--- src/rtl/cache2w_pkg.sv ---
package cache2w_pkg;

  localparam int WAYS = 2;

  typedef enum logic [1:0] {
    ST_INIT = 2'd0,
    ST_IDLE = 2'd1,
    ST_LOOK = 2'd2,
    ST_FILL = 2'd3
  } ctrl_state_e;

  // Victim choice: an empty way wins (way 0 first), otherwise the
  // least recently referenced way recorded for the set.
  function automatic logic pick_victim(input logic [WAYS-1:0] way_valid,
                                       input logic            stale_way);
    if (!way_valid[0]) return 1'b0;
    if (!way_valid[1]) return 1'b1;
    return stale_way;
  endfunction

endpackage

--- src/rtl/cache2w_rst_sync.sv ---
module cache2w_rst_sync (
  input  logic clk,
  input  logic rst_n,
  output logic rst_sync_n
);

  logic [1:0] sync_q;

  always_ff @(posedge clk or negedge rst_n) begin
    if (!rst_n) sync_q <= 2'b00;
    else        sync_q <= {sync_q[0], 1'b1};
  end

  assign rst_sync_n = sync_q[1];

endmodule

--- src/rtl/cache2w_way_store.sv ---
module cache2w_way_store #(
  parameter int SETS   = 2,
  parameter int TAG_W  = 5,
  parameter int DATA_W = 32,
  localparam int IDX_W = $clog2(SETS)
) (
  input  logic              clk,
  input  logic              rst_n,
  input  logic [IDX_W-1:0]  rd_idx,
  output logic              rd_valid,
  output logic [TAG_W-1:0]  rd_tag,
  output logic [DATA_W-1:0] rd_data,
  input  logic              wr_en,
  input  logic [IDX_W-1:0]  wr_idx,
  input  logic [TAG_W-1:0]  wr_tag,
  input  logic [DATA_W-1:0] wr_data
);

  logic [SETS-1:0]   valid_q, valid_d;
  logic [TAG_W-1:0]  tag_q  [SETS];
  logic [DATA_W-1:0] data_q [SETS];

  always_comb begin
    valid_d = valid_q;
    if (wr_en) valid_d[wr_idx] = 1'b1;
  end

  always_ff @(posedge clk or negedge rst_n) begin
    if (!rst_n) valid_q <= '0;
    else        valid_q <= valid_d;
  end

  // Tag and payload arrays carry no reset; the valid bit guards them.
  always_ff @(posedge clk) begin
    if (wr_en) begin
      tag_q[wr_idx]  <= wr_tag;
      data_q[wr_idx] <= wr_data;
    end
  end

  assign rd_valid = valid_q[rd_idx];
  assign rd_tag   = tag_q[rd_idx];
  assign rd_data  = data_q[rd_idx];

endmodule

--- src/rtl/cache2w_tag_cmp.sv ---
module cache2w_tag_cmp #(
  parameter int TAG_W = 5
) (
  input  logic             entry_valid,
  input  logic [TAG_W-1:0] entry_tag,
  input  logic [TAG_W-1:0] look_tag,
  output logic             match
);

  assign match = entry_valid && (entry_tag == look_tag);

endmodule

--- src/rtl/cache2w_lru.sv ---
module cache2w_lru #(
  parameter int SETS = 2,
  localparam int IDX_W = $clog2(SETS)
) (
  input  logic                         clk,
  input  logic                         rst_n,
  input  logic [IDX_W-1:0]             idx,
  input  logic [cache2w_pkg::WAYS-1:0] way_valid,
  input  logic                         upd_en,
  input  logic                         upd_way,
  output logic                         victim
);

  import cache2w_pkg::*;

  // One bit per set naming the way referenced least recently.
  logic [SETS-1:0] stale_q, stale_d;

  always_comb begin
    stale_d = stale_q;
    if (upd_en) stale_d[idx] = ~upd_way;
  end

  always_ff @(posedge clk or negedge rst_n) begin
    if (!rst_n) stale_q <= '0;
    else        stale_q <= stale_d;
  end

  assign victim = pick_victim(way_valid, stale_q[idx]);

endmodule

--- src/rtl/cache2w_ctrl.sv ---
module cache2w_ctrl (
  input  logic clk,
  input  logic rst_n,
  input  logic req_valid,
  input  logic hit_any,
  input  logic mem_rsp_valid,
  output logic req_ready,
  output logic accept,
  output logic look_active,
  output logic fill_active,
  output logic fill_done
);

  import cache2w_pkg::*;

  ctrl_state_e state_q, state_d;

  always_comb begin
    state_d = state_q;
    unique case (state_q)
      ST_INIT: state_d = ST_IDLE;
      ST_IDLE: if (req_valid) state_d = ST_LOOK;
      ST_LOOK: state_d = hit_any ? ST_IDLE : ST_FILL;
      ST_FILL: if (mem_rsp_valid) state_d = ST_IDLE;
      default: state_d = ST_INIT;
    endcase
  end

  always_ff @(posedge clk or negedge rst_n) begin
    if (!rst_n) state_q <= ST_INIT;
    else        state_q <= state_d;
  end

  assign req_ready   = (state_q == ST_IDLE);
  assign accept      = req_ready && req_valid;
  assign look_active = (state_q == ST_LOOK);
  assign fill_active = (state_q == ST_FILL);
  assign fill_done   = fill_active && mem_rsp_valid;

endmodule

--- src/rtl/cache2w_top.sv ---
module cache2w_top #(
  parameter int ADDR_W = 8,
  parameter int DATA_W = 32,
  parameter int SETS   = 2
) (
  input  logic              clk,
  input  logic              rst_n,
  input  logic              req_valid,
  output logic              req_ready,
  input  logic [ADDR_W-1:0] req_addr,
  output logic              rsp_valid,
  output logic              rsp_hit,
  output logic              rsp_miss,
  output logic [DATA_W-1:0] rsp_data,
  output logic              mem_req_valid,
  output logic [ADDR_W-3:0] mem_req_addr,
  input  logic              mem_rsp_valid,
  input  logic [DATA_W-1:0] mem_rsp_data
);

  import cache2w_pkg::*;

  localparam int OFF_W   = 2;
  localparam int WADDR_W = ADDR_W - OFF_W;
  localparam int IDX_W   = $clog2(SETS);
  localparam int TAG_W   = WADDR_W - IDX_W;

  logic rst_int_n;
  logic accept, look_active, fill_active, fill_done;
  logic hit_any, victim, lru_upd_en, lru_upd_way;

  logic [WADDR_W-1:0] waddr_q, waddr_d;
  logic [IDX_W-1:0]   look_idx;
  logic [TAG_W-1:0]   look_tag;

  logic [WAYS-1:0]   hit_way;
  logic [WAYS-1:0]   way_valid;
  logic [WAYS-1:0]   way_wr;
  logic [TAG_W-1:0]  way_tag  [WAYS];
  logic [DATA_W-1:0] way_data [WAYS];
  logic [DATA_W-1:0] hit_data;

  logic unused_byte_off;
  assign unused_byte_off = ^req_addr[OFF_W-1:0];

  cache2w_rst_sync u_rst (
    .clk        (clk),
    .rst_n      (rst_n),
    .rst_sync_n (rst_int_n)
  );

  cache2w_ctrl u_ctrl (
    .clk           (clk),
    .rst_n         (rst_int_n),
    .req_valid     (req_valid),
    .hit_any       (hit_any),
    .mem_rsp_valid (mem_rsp_valid),
    .req_ready     (req_ready),
    .accept        (accept),
    .look_active   (look_active),
    .fill_active   (fill_active),
    .fill_done     (fill_done)
  );

  // Captured word address, loaded only when a request is taken.
  always_comb begin
    waddr_d = waddr_q;
    if (accept) waddr_d = req_addr[ADDR_W-1:OFF_W];
  end

  always_ff @(posedge clk or negedge rst_int_n) begin
    if (!rst_int_n) waddr_q <= '0;
    else            waddr_q <= waddr_d;
  end

  assign look_idx = waddr_q[IDX_W-1:0];
  assign look_tag = waddr_q[WADDR_W-1:IDX_W];

  for (genvar w = 0; w < WAYS; w++) begin : g_way
    cache2w_way_store #(
      .SETS   (SETS),
      .TAG_W  (TAG_W),
      .DATA_W (DATA_W)
    ) u_store (
      .clk      (clk),
      .rst_n    (rst_int_n),
      .rd_idx   (look_idx),
      .rd_valid (way_valid[w]),
      .rd_tag   (way_tag[w]),
      .rd_data  (way_data[w]),
      .wr_en    (way_wr[w]),
      .wr_idx   (look_idx),
      .wr_tag   (look_tag),
      .wr_data  (mem_rsp_data)
    );

    cache2w_tag_cmp #(
      .TAG_W (TAG_W)
    ) u_cmp (
      .entry_valid (way_valid[w]),
      .entry_tag   (way_tag[w]),
      .look_tag    (look_tag),
      .match       (hit_way[w])
    );

    assign way_wr[w] = fill_done && (victim == 1'(w));
  end

  assign hit_any = |hit_way;

  // AND-OR way select driven by the per-way hit decisions.
  always_comb begin
    hit_data = '0;
    for (int w = 0; w < WAYS; w++) begin
      if (hit_way[w]) hit_data = hit_data | way_data[w];
    end
  end

  assign lru_upd_en  = (look_active && hit_any) || fill_done;
  assign lru_upd_way = fill_done ? victim : hit_way[1];

  cache2w_lru #(
    .SETS (SETS)
  ) u_lru (
    .clk       (clk),
    .rst_n     (rst_int_n),
    .idx       (look_idx),
    .way_valid (way_valid),
    .upd_en    (lru_upd_en),
    .upd_way   (lru_upd_way),
    .victim    (victim)
  );

  assign rsp_hit       = look_active && hit_any;
  assign rsp_miss      = look_active && !hit_any;
  assign rsp_valid     = rsp_hit || fill_done;
  assign rsp_data      = fill_done ? mem_rsp_data : (rsp_hit ? hit_data : '0);
  assign mem_req_valid = fill_active;
  assign mem_req_addr  = waddr_q;

endmodule

--- config.mk ---
export PLATFORM = sky130hd
export DESIGN_NAME = cache2w_top
export DESIGN_NICKNAME = d
export VERILOG_FILES = /design/src/rtl/cache2w_pkg.sv /design/src/rtl/cache2w_rst_sync.sv /design/src/rtl/cache2w_way_store.sv /design/src/rtl/cache2w_tag_cmp.sv /design/src/rtl/cache2w_lru.sv /design/src/rtl/cache2w_ctrl.sv /design/src/rtl/cache2w_top.sv
export SDC_FILE = /design/constraint.sdc
export NUM_CORES = 1
export LEC_CHECK = 0
export ABC_CLOCK_PERIOD_IN_PS = 3100
export CORE_MARGIN = 2
export CORE_UTILIZATION = 50
export CTS_CLUSTER_DIAMETER = 80
export CTS_CLUSTER_SIZE = 24
export DETAILED_ROUTE_END_ITERATION = 12
export GPL_ROUTABILITY_DRIVEN = 0
export GPL_TIMING_DRIVEN = 0
export PLACE_DENSITY_LB_ADDON = 0.3
export SYNTH_ARGS = -nofsm -noshare
export SYNTH_HDL_FRONTEND = slang
export SYNTH_HIERARCHICAL = 1
export SYNTH_SLANG_ARGS = --single-unit
--- constraint.sdc ---
create_clock -name clk -period 3.1 [get_ports clk]
set_input_delay 0.465 -clock clk [delete_from_list [all_inputs] [get_ports clk]]
set_output_delay 0.465 -clock clk [all_outputs]
set_load 0.05 [all_outputs]
==> out/summary.txt <==
n_diodes: 0
DRT Wirelength: 15,600 um
violated checks: negative setup slack
gr ovfl total: 0
static leakage: 3.44 nW
minimum clock period after layout: 3540 ps
I/O Buffers: 84
final worst path period share: 1.14
Tot Pwr: 7.72 mW
# clock sinks: 164
vias: 4,237
number of synthesized register bits: 164
setup tns final: -12,430 ps
clock latency on the worst-skew pair: 420 ps
Reg-to-Reg Start: mem_req_addr[0]
share of cells above drive strength 1: 0.438
Final ANT Viol Nets: 0
Synth cell types: 30
Buffers & Inverters on Critical Path: 5
CORE AREA: 0.0144 mm^2
clk slew on worst S/H paths: 60 ps
Die H: 125 um
ys flop type: edfxtp_1
cells after synthesis: 424
antenna violations before repair: 0
crit path DAT: 3070 ps
post-synthesis sequential area ratio: 0.665
area growth from synthesis to layout: 33.3%
maximum capacitance violations: 0
Async SR Flop Fraction: 0.0976
fin. max-slew vios: 0
DIE AREA: 0.0156 mm^2
CP Cell Sequence: buf_12 -> mux2_2 -> xor2_1 -> nor4_1 -> and3_1 -> buf_6 -> o21ai_4 -> buf_12 -> buf_16 -> o31ai_4 -> buf_6
required time worst endpoint: 2630 ps
Final #Nets: 601
FILL cells: 947
Pre-Repair DR Iteration Count: 4
Synth area leader: edfxtp_1
outcome: finished, violations left
Crit Reg-Reg Endpoint: u_lru/stale_q[0]
Syn Area/Cell: 17.2 um^2
top cell type's share of synthesized area: 0.610
RSZ-0062 raised after global routing: yes
CP startpoint kind: flop
Setup WS post-layout: -436 ps
pin count of the biggest net entering global routing: 28
total track usage: 0.208
CTS Buffer Depth: 2
Clock Skew: 6.59 ps
power density cells: 795 mW/mm^2
Max stage delay on crit path: 550 ps
first-pass GRT wire length: 24,400 um
Area contributors post-synth: edfxtp_1 61%, mux2_4 8.4%, mux2_2 6.6%
DP Worst Slack: -820 ps
R2R cell count: 11
kind of critical path: flop to primary output
CTS tree: built
Iter 0 DRT Violations: 405
Slowest-stage cell, CP: dfrtp_4
vias per cell: 5.65
Post-synth EDFFs: 148
IO Count: 87
measured slew at the worst slew-check pin: 618 ps
Setup crit end kind: primary output
Final setup viols: 35
worst hold path class: primary input to async pin
H-Tree Depth: 4
Die X: 125 um
Detailed Place HPWL: 9350 um
list of most frequent post-synthesis cells: 148 x edfxtp_1, 43 x mux2_2, 41 x mux2_4, 32 x a22oi_1, 32 x nand2_1
CTS Root Cell: clkbuf_16
vias in the first global route: 4,428
FMAX: 0.283 GHz
row count: 44
slew margin rel.: 0.588
Worst VDD drop: 0.000586 V
initial core utilization: 0.507
R2R setup slack: 360 ps
CP top delay family: buffers and inverters
DR WL/cell: 20.7 um
cts bufs inserted: 17
cell with the most instances after synthesis: edfxtp_1
Syn Std Cell Area: 0.00729 mm^2
worst-path fanout max: 6
DRC: 0
yosys warns: 6
endpoints failing hold: 0
Syn Nets: 472
power breakdown:
group,total [mW],switching [mW],internal [mW]
Sequential,2.87,0.173,2.70
Combinational,2.80,1.45,1.35
Clock,2.05,0.777,1.27
worst max-delay path by stage:
| stage | slack (ps) | depth (start not counted) | end | start |
|---|---|---|---|---|
| 6_report | -440 | 11 | rsp_data[22] | mem_req_addr[0] |
| 5_1_grt | -530 | 11 | rsp_data[22] | mem_req_addr[0] |
| 4_1_cts | -420 | 11 | rsp_data[22] | mem_req_addr[0] |
| 3_5_place_dp | -820 | 10 | rsp_data[14] | mem_req_addr[0] |
| 3_3_place_gp | -950 | 6 | g_way[0].u_store/data_q[0][17] | mem_rsp_valid |
| 2_1_floorplan | -210 | 9 | rsp_data[10] | mem_req_addr[0] |
logic make-up after synthesis:
group | synth area share
fa+ha+maj | 0.00687
xor+xnor | 0.0120
flops | 0.665
other cells | 0.000515
mux | 0.155
simple gates | 0.0342
buf+inv | 0.0325
compound gates | 0.0941
registers in the layout, summed over array words and instances, names as in the netlist:
register               count
u_rst/sync_q               2
g_way.u_store/data_q     128
g_way.u_store/tag_q       20
mem_req_addr               6
g_way.u_store/valid_q      4
u_lru/stale_q              2
u_ctrl/state_q             2
layout make-up:
type / count / area (um^2) / share of cell area
buffer: 28 / 314 / 0.0323
multi-input combinational: 225 / 2490 / 0.257
sequential: 164 / 4850 / 0.499
clock buffer: 27 / 503 / 0.0518
timing repair buffer: 110 / 1230 / 0.126
tap: 184 / 230 / 0.0237
clock inverter: 5 / 75.1 / 0.00773
inverter: 7 / 26.3 / 0.00270
per-stage QoR:
step	instance area, um^2	util	hold WS, ps	cells
global placement	8430	0.587	272	692
floorplan	7360	-	169	424
global route	9720	0.676	192	750
detailed placement	8520	0.593	279	696
finish	9720	0.676	202	750
CTS	9640	0.671	192	746
cells in the final DEF, fill, tap and decap left out, types with 2 or more instances in the layout:
cell type,netlist,final
edfxtp_1,148,148
clkdlybuf4s50_1,0,49
mux2_2,43,42
mux2_4,41,42
buf_6,10,41
nand2_1,32,32
a22oi_1,32,31
o31ai_4,0,26
buf_4,3,19
clkbuf_16,0,17
dfrtp_1,16,15
buf_12,0,13
buf_2,15,8
xor2_1,8,8
buf_8,0,6
o31ai_2,29,6
clkbuf_1,0,6
inv_1,6,5
clkbuf_8,0,4
or2_2,5,4
ha_1,4,4
and2_1,5,3
clkinv_2,0,3
mux2i_1,3,3
inv_2,1,2
nor2b_1,4,2
bufinv_16,0,2
buf_16,0,2
nor4_1,2,2
xnor2_1,2,2
and3_1,2,2
nor2b_4,0,2
and2_2,0,2
a21oi_1,2,2
per-layer routing:
metal	global-route usage	vias up	share of wire
met5	0	-	0
met4	0.0753	0	0.019
met3	0.0494	25	0.045
met2	0.342	122	0.51
met1	0.269	2181	0.42
li1	-	1909	-
timing repair:
item / in CTS / in global routing
endpoints found under the hold margin: 0 / 0
endpoints found under the setup margin: 35 / 35
resized for setup: 294 / 11
gates cloned: 2 / 0
hold buffers: 0 / 0
pin swaps: 24 / 1
setup buffers: 16 / 4
Note: power is estimated with default switching activity, not from simulation.
